[src/rtl/irq_vector_arbiter.sv]
module irq_vector_arbiter #(
  parameter int PCI_GROUPS  = 8,
  parameter int GROUP_LINES = 4,
  parameter int ONB_LINES   = 32
) (
  input  logic        clk,
  input  logic        rst_n,
  input  logic [15:0] bus_addr,
  input  logic        bus_wr,
  input  logic [31:0] bus_wdata,
  output logic [31:0] bus_rdata,
  input  logic [PCI_GROUPS*GROUP_LINES+ONB_LINES-1:0] irq_lines,
  output logic        req_valid,
  output logic [$clog2(PCI_GROUPS*GROUP_LINES+ONB_LINES)-1:0] req_vec
);
  localparam int PCI_LINES = PCI_GROUPS * GROUP_LINES;
  localparam int N_LINES   = PCI_LINES + ONB_LINES;
  localparam int VEC_W     = $clog2(N_LINES);
  localparam int GW        = $clog2(PCI_GROUPS);
  localparam int GLW       = $clog2(GROUP_LINES);
  localparam int OW        = $clog2(ONB_LINES);
  localparam logic [7:0] RG_PCI_MAP = 8'h0C;
  localparam logic [7:0] RG_ONB_MAP = 8'h10;
  localparam logic [7:0] RG_PCI_CLR = 8'h14;
  localparam logic [7:0] RG_ONB_CLR = 8'h18;

  logic [PCI_GROUPS-1:0] pci_en, pci_en_nx;
  logic [ONB_LINES-1:0]  onb_en, onb_en_nx;
  logic [N_LINES-1:0]    pend, line_en;
  logic                  found;
  logic [VEC_W-1:0]      pick;

  wire [7:0]    region  = bus_addr[15:8];
  wire [4:0]    slot    = bus_addr[7:3];
  wire [GW-1:0] pslot   = slot[GW-1:0];
  wire [OW-1:0] oslot   = slot[OW-1:0];
  wire [GW-1:0] clr_grp = bus_addr[5 +: GW];
  wire          hit     = bus_wr & bus_addr[2];
  wire          pslot_ok = int'(slot) < PCI_GROUPS;
  wire          oslot_ok = int'(slot) < ONB_LINES;

  wire wr_pci_map = hit && region == RG_PCI_MAP && pslot_ok;
  wire wr_onb_map = hit && region == RG_ONB_MAP && oslot_ok;
  wire wr_pci_clr = hit && region == RG_PCI_CLR;
  wire wr_onb_clr = hit && region == RG_ONB_CLR && oslot_ok;

  wire          req_pci = int'(req_vec) < PCI_LINES;
  wire [GW-1:0] req_grp = req_vec[GLW +: GW];
  wire [OW-1:0] req_onb = OW'(req_vec - VEC_W'(PCI_LINES));

  wire kill = req_valid && (
      (wr_pci_map && !bus_wdata[31] &&  req_pci && req_grp == pslot)   ||
      (wr_onb_map && !bus_wdata[31] && !req_pci && req_onb == oslot)   ||
      (wr_pci_clr &&  req_pci && req_grp == clr_grp)                   ||
      (wr_onb_clr && !req_pci && req_onb == oslot));

  always_comb begin
    pci_en_nx = pci_en;
    onb_en_nx = onb_en;
    if (wr_pci_map) pci_en_nx[pslot] = bus_wdata[31];
    if (wr_onb_map) onb_en_nx[oslot] = bus_wdata[31];
  end

  for (genvar i = 0; i < N_LINES; i++) begin : g_en
    if (i < PCI_LINES) begin : g_pci
      assign line_en[i] = pci_en_nx[i / GROUP_LINES];
    end else begin : g_onb
      assign line_en[i] = onb_en_nx[i - PCI_LINES];
    end
  end

  always_comb begin
    found = 1'b0;
    pick  = '0;
    for (int i = N_LINES - 1; i >= 0; i--) begin
      if (pend[i] && line_en[i]) begin
        found = 1'b1;
        pick  = VEC_W'(i);
      end
    end
  end

  always_ff @(posedge clk or negedge rst_n) begin
    if (!rst_n) begin
      pci_en    <= '0;
      onb_en    <= '0;
      pend      <= '0;
      req_valid <= 1'b0;
      req_vec   <= '0;
    end else begin
      pci_en <= pci_en_nx;
      onb_en <= onb_en_nx;
      pend   <= irq_lines;
      if (!req_valid || kill) begin
        req_valid <= found;
        req_vec   <= found ? pick : '0;
      end
    end
  end

  always_comb begin
    bus_rdata = '0;
    if (bus_addr[2]) begin
      if (region == RG_PCI_MAP && pslot_ok)
        bus_rdata = {pci_en[pslot], 31'h7C0 | 31'({pslot, {GLW{1'b0}}})};
      else if (region == RG_ONB_MAP && oslot_ok)
        bus_rdata = {onb_en[oslot], 31'h7E0 + 31'(oslot)};
    end
  end

  assert_hold_R5: assert property (@(posedge clk) disable iff (!rst_n)
    (req_valid && !kill) |=> (req_valid && $stable(req_vec)));

  assert_keep_R11: assert property (@(posedge clk) disable iff (!rst_n)
    (req_valid && !bus_wr) |=> req_valid);

  assert_pending_R6: assert property (@(posedge clk) disable iff (!rst_n)
    $rose(req_valid) |-> |($past(pend) & (N_LINES'(1) << req_vec)));

  assert_idle_zero_R12: assert property (@(posedge clk) disable iff (!rst_n)
    !req_valid |-> req_vec == '0);
endmodule

[config.mk]
export PLATFORM = sky130hd
export DESIGN_NAME = irq_vector_arbiter
export DESIGN_NICKNAME = d
export VERILOG_FILES = /design/src/rtl/irq_vector_arbiter.sv
export SDC_FILE = /design/constraint.sdc
export NUM_CORES = 1
export LEC_CHECK = 0
export BUFFER_PORTS_ARGS = -buffer_cell sky130_fd_sc_hd__buf_2
export CELL_PAD_IN_SITES_DETAIL_PLACEMENT = 2
export CELL_PAD_IN_SITES_GLOBAL_PLACEMENT = 2
export CORE_UTILIZATION = 30
export CTS_CLUSTER_SIZE = 16
export DETAILED_ROUTE_END_ITERATION = 8
export GPL_TIMING_DRIVEN = 0
export PLACE_DENSITY = 0.75
export RECOVER_POWER = 50
export SYNTH_ARGS = -nofsm -noshare
export SYNTH_HDL_FRONTEND = slang
export SYNTH_SLANG_ARGS = --single-unit
export TNS_END_PERCENT = 30
[constraint.sdc]
create_clock -name clk -period 2.6 [get_ports clk]
set_clock_uncertainty 0.2 [all_clocks]
set_input_delay 0.26 -clock clk [delete_from_list [all_inputs] [get_ports clk]]
set_output_delay 0.26 -clock clk [all_outputs]
set_load 0.005 [all_outputs]
==> impl_metrics.xml <==
<?xml version="1.0" encoding="UTF-8"?>
<metrics>
  <group name="run_status">
    <metric name="outcome" unit="">complete, but fails checks</metric>
    <metric name="failing_checks" unit="">max-capacitance violations, max-slew violations, negative setup slack</metric>
  </group>
  <group name="clock_network">
    <metric name="clock_insertion_delay_at_the_later_pin_of_the_skew_report" unit="ps">360</metric>
    <metric name="cts.clk_slew.worst_paths" unit="ps">70</metric>
    <metric name="clock_sinks" unit="">111</metric>
    <metric name="clk_path_buf_depth" unit="">2</metric>
    <metric name="cts_tree" unit="">done</metric>
    <metric name="clock-root-buffer" unit="">sky130_fd_sc_hd__clkbuf_16</metric>
    <metric name="cts_made_buffers" unit="">9</metric>
    <metric name="cts_max_level" unit="">3</metric>
  </group>
  <group name="synthesis">
    <metric name="yosys_most_used_dff" unit="">sky130_fd_sc_hd__dfrtp_1</metric>
    <metric name="number_of_distinct_standard_cells_referenced_by_the_synthesized_netlist" unit="">74</metric>
    <metric name="post_synth_instance_area" unit="sq um">6060</metric>
    <metric name="count_of_flip_flops_with_a_built_in_enable_after_synthesis" unit="">0</metric>
    <metric name="yosys_register_bits" unit="">111</metric>
    <metric name="gate_count_post_synth" unit="">605</metric>
    <metric name="synth.yosys.warnings" unit="">0</metric>
    <metric name="share_of_the_yosys_chip_area_belonging_to_registers" unit="">0.458</metric>
    <metric name="syn_avg_cell_area" unit="sq um">10.0</metric>
    <metric name="synthArstFlopShare" unit="">1.00</metric>
  </group>
  <group name="critical_path">
    <metric name="critical_path_arrival" unit="ps">3520</metric>
    <metric name="biggest_fanout_along_the_worst_timing_path" unit="">10</metric>
    <metric name="cp.required" unit="ps">2650</metric>
    <metric name="kind_of_end_point_of_the_critical_path" unit="">register</metric>
    <metric name="category_of_the_worst_setup_path_launch_point" unit="">primary input</metric>
    <metric name="timing_worst_setup_path_type" unit="">primary input to register</metric>
  </group>
  <group name="job">
    <metric name="max_cap_viol_count" unit="">1</metric>
  </group>
  <group name="pwr">
    <metric name="leakage" unit="nW">3.98</metric>
    <metric name="p_per_area" unit="nW/um^2">407</metric>
    <metric name="ir_worst_vdd" unit="mV">0.320</metric>
  </group>
  <group name="hold_path">
    <metric name="hold_path.class" unit="">primary input to register</metric>
  </group>
  <group name="detailed_routing">
    <metric name="met2_wirelength" unit="um">14000</metric>
    <metric name="drcViolationCount" unit="">0</metric>
    <metric name="routed_via_density" unit="">5.54</metric>
    <metric name="drt_iter0_drc" unit="">376</metric>
    <metric name="drt_first_pass_iters" unit="">4</metric>
    <metric name="wire_per_inst" unit="um">25.2</metric>
    <metric name="routed_length_on_met3" unit="um">1570</metric>
    <metric name="routed.top_layer" unit="">met4</metric>
    <metric name="num_vias" unit="">6127</metric>
    <metric name="drt_wl_total" unit="um">27800</metric>
    <metric name="ant_nets" unit="">0</metric>
    <metric name="route.layer.met1.wl" unit="um">11400</metric>
  </group>
  <group name="floorplanning">
    <metric name="die-width" unit="um">144</metric>
    <metric name="core_area" unit="sq um">19700</metric>
    <metric name="die_ht" unit="um">144</metric>
    <metric name="die-area" unit="sq um">20800</metric>
    <metric name="row_count" unit="">51</metric>
    <metric name="initial_core_util" unit="">0.309</metric>
    <metric name="io_pins" unit="">154</metric>
  </group>
  <group name="placement">
    <metric name="placement.setup.worst_slack" unit="ps">-2340</metric>
    <metric name="port_buffers" unit="">98</metric>
    <metric name="gp_congestion" unit="">0.887</metric>
    <metric name="hpwlAfterDp" unit="um">17600</metric>
  </group>
  <group name="timing">
    <metric name="maxClockFrequency" unit="MHz">288</metric>
    <metric name="worst_margin_pin_slew" unit="ps">1730</metric>
    <metric name="timing.final.crit_share" unit="">1.33</metric>
    <metric name="setup_repair_after_global_routing_missed_its_margin" unit="">true</metric>
    <metric name="hold_viol_final" unit="">0</metric>
    <metric name="relSlewSlack" unit="">-0.154</metric>
    <metric name="setup_viol_count_final" unit="">10</metric>
    <metric name="final-max-slew-violation-count" unit="">64</metric>
    <metric name="finalSetupTns" unit="ps">-5400</metric>
    <metric name="timing.final.crit_period" unit="ps">3470</metric>
    <metric name="final.setup.worst_slack" unit="ps">-867</metric>
  </group>
  <group name="final_layout">
    <metric name="layout_cells_sized_above_1" unit="">0.378</metric>
    <metric name="finalNetCount" unit="">950</metric>
    <metric name="layout-area-overhead-vs-synth" unit="%">46.4</metric>
  </group>
  <group name="global_routing">
    <metric name="grt.overflow.total" unit="">0</metric>
    <metric name="first_global_vias" unit="">6673</metric>
    <metric name="grt.total_usage" unit="">0.258</metric>
    <metric name="grt_start_max_net_pins" unit="">65</metric>
    <metric name="grt_antenna_before_repair" unit="">0</metric>
    <metric name="first_pass_grt_wire_length" unit="um">39200</metric>
  </group>
</metrics>
-- cell usage after synthesis (all sizes together) (16+ instances only) --
library cell  number  area share
nor2              55       0.034
buf               31       0.035
mux2i             20       0.033
nor4              16       0.018
o21ai             24       0.020
dfrtp            111        0.46
clkbuf            16       0.010
a21oi             25       0.021
nand2             66       0.041
inv               22       0.014
nor3              16       0.013
mux2              28       0.052
-- timing repair --
action,CTS,global route
setup endpoints to repair,23,17
hold endpoints to repair,127,0
setup buffers,29,7
pin swaps,30,13
hold buffers,65,0
gates resized for setup,106,42
-- flip-flops by register name (all words and copies together) (netlist names) --
register / count
pend: 64
onb_en: 32
pci_en: 8
req_vec: 6
req_valid: 1
-- cells in the final DEF, fill, tap and decap left out, types with 8 or more instances in the layout --
cell                            synthesis  layout
sky130_fd_sc_hd__a21oi_1               25      22
sky130_fd_sc_hd__buf_2                  3      90
sky130_fd_sc_hd__buf_4                 24      59
sky130_fd_sc_hd__clkbuf_1              15      17
sky130_fd_sc_hd__clkbuf_16              0       9
sky130_fd_sc_hd__conb_1                 1      20
sky130_fd_sc_hd__dfrtp_1              111     111
sky130_fd_sc_hd__dlygate4sd3_1          0      65
sky130_fd_sc_hd__inv_1                 22      21
sky130_fd_sc_hd__mux2_2                28      26
sky130_fd_sc_hd__mux2i_1               20       9
sky130_fd_sc_hd__mux4_2                12      12
sky130_fd_sc_hd__nand2_1               66      65
sky130_fd_sc_hd__nand4_1                9       9
sky130_fd_sc_hd__nor2_1                54      48
sky130_fd_sc_hd__nor3_1                16       9
sky130_fd_sc_hd__o21ai_0               20      16
sky130_fd_sc_hd__or4_4                  3       8
-- routing by layer --
metal,up-vias,track usage
li1,2658,-
met1,3169,0.321
met2,243,0.443
met3,57,0.0440
met4,0,0.0992
met5,-,0
-- stage by stage --
step	cell area (sq um)	total power, mW	util	hold WS [ps]	instances
floorplan	6200	1.99	-	-236	624
global placement	7030	2.15	0.358	168	987
detailed placement	7060	2.18	0.359	169	988
CTS	8630	3.60	0.439	175	1097
global route	8870	3.73	0.451	224	1104
finish	8880	3.62	0.452	206	1105
-- final timing paths --
path / from / end / slack [ps] / cells past startpoint
min in group asynchronous: rst_n / pend[57] / 700 / 2
min reg2reg: onb_en[0] / onb_en[0] / 330 / 2
max reg2reg: pend[15] / req_vec[1] / -80 / 7
max in group asynchronous: rst_n / onb_en[10] / 480 / 2
min: bus_wr / onb_en[6] / 210 / 4
max: bus_addr[8] / req_vec[1] / -870 / 13
-- cell type report --
type,instances,area (sq um)
Fill cell,2082,10800
Sequential cell,111,2780
Clock buffer,12,246
Tap cell,265,332
Timing Repair Buffer,200,1450
Multi-Input combinational cell,444,3620
Buffer,47,353
Clock inverter,3,18.8
Antenna cell,1,2.50
Inverter,22,82.6
-- cells by family after synthesis --
logic type	share of synthesized area
buffers and inverters	0.0584
multiplexers	0.130
XOR/XNOR	0.0116
other	0.000618
AO/OA/AOI/OAI	0.151
AND/OR/NAND/NOR	0.191
flip-flops	0.458
-- power breakdown --
part	switching, mW	leakage (nW)	internal, mW
combinational	0.249	2.46	0.202
clock	0.660	0.133	0.674
sequential	0.0512	1.39	1.78
-- critical path, cell delays in order --
cell                      delay, ps
sky130_fd_sc_hd__buf_6          100
sky130_fd_sc_hd__or4_4          590
sky130_fd_sc_hd__or3_1          390
sky130_fd_sc_hd__buf_6          190
sky130_fd_sc_hd__nor4_2         300
sky130_fd_sc_hd__mux2_2         420
sky130_fd_sc_hd__a21oi_2        200
sky130_fd_sc_hd__nand4_1        130
sky130_fd_sc_hd__buf_4          180
sky130_fd_sc_hd__nor4_4         300
sky130_fd_sc_hd__buf_4          200
sky130_fd_sc_hd__nor4_4          40
sky130_fd_sc_hd__a22o_1         220
Note: power is estimated with default switching activity, not from simulation.
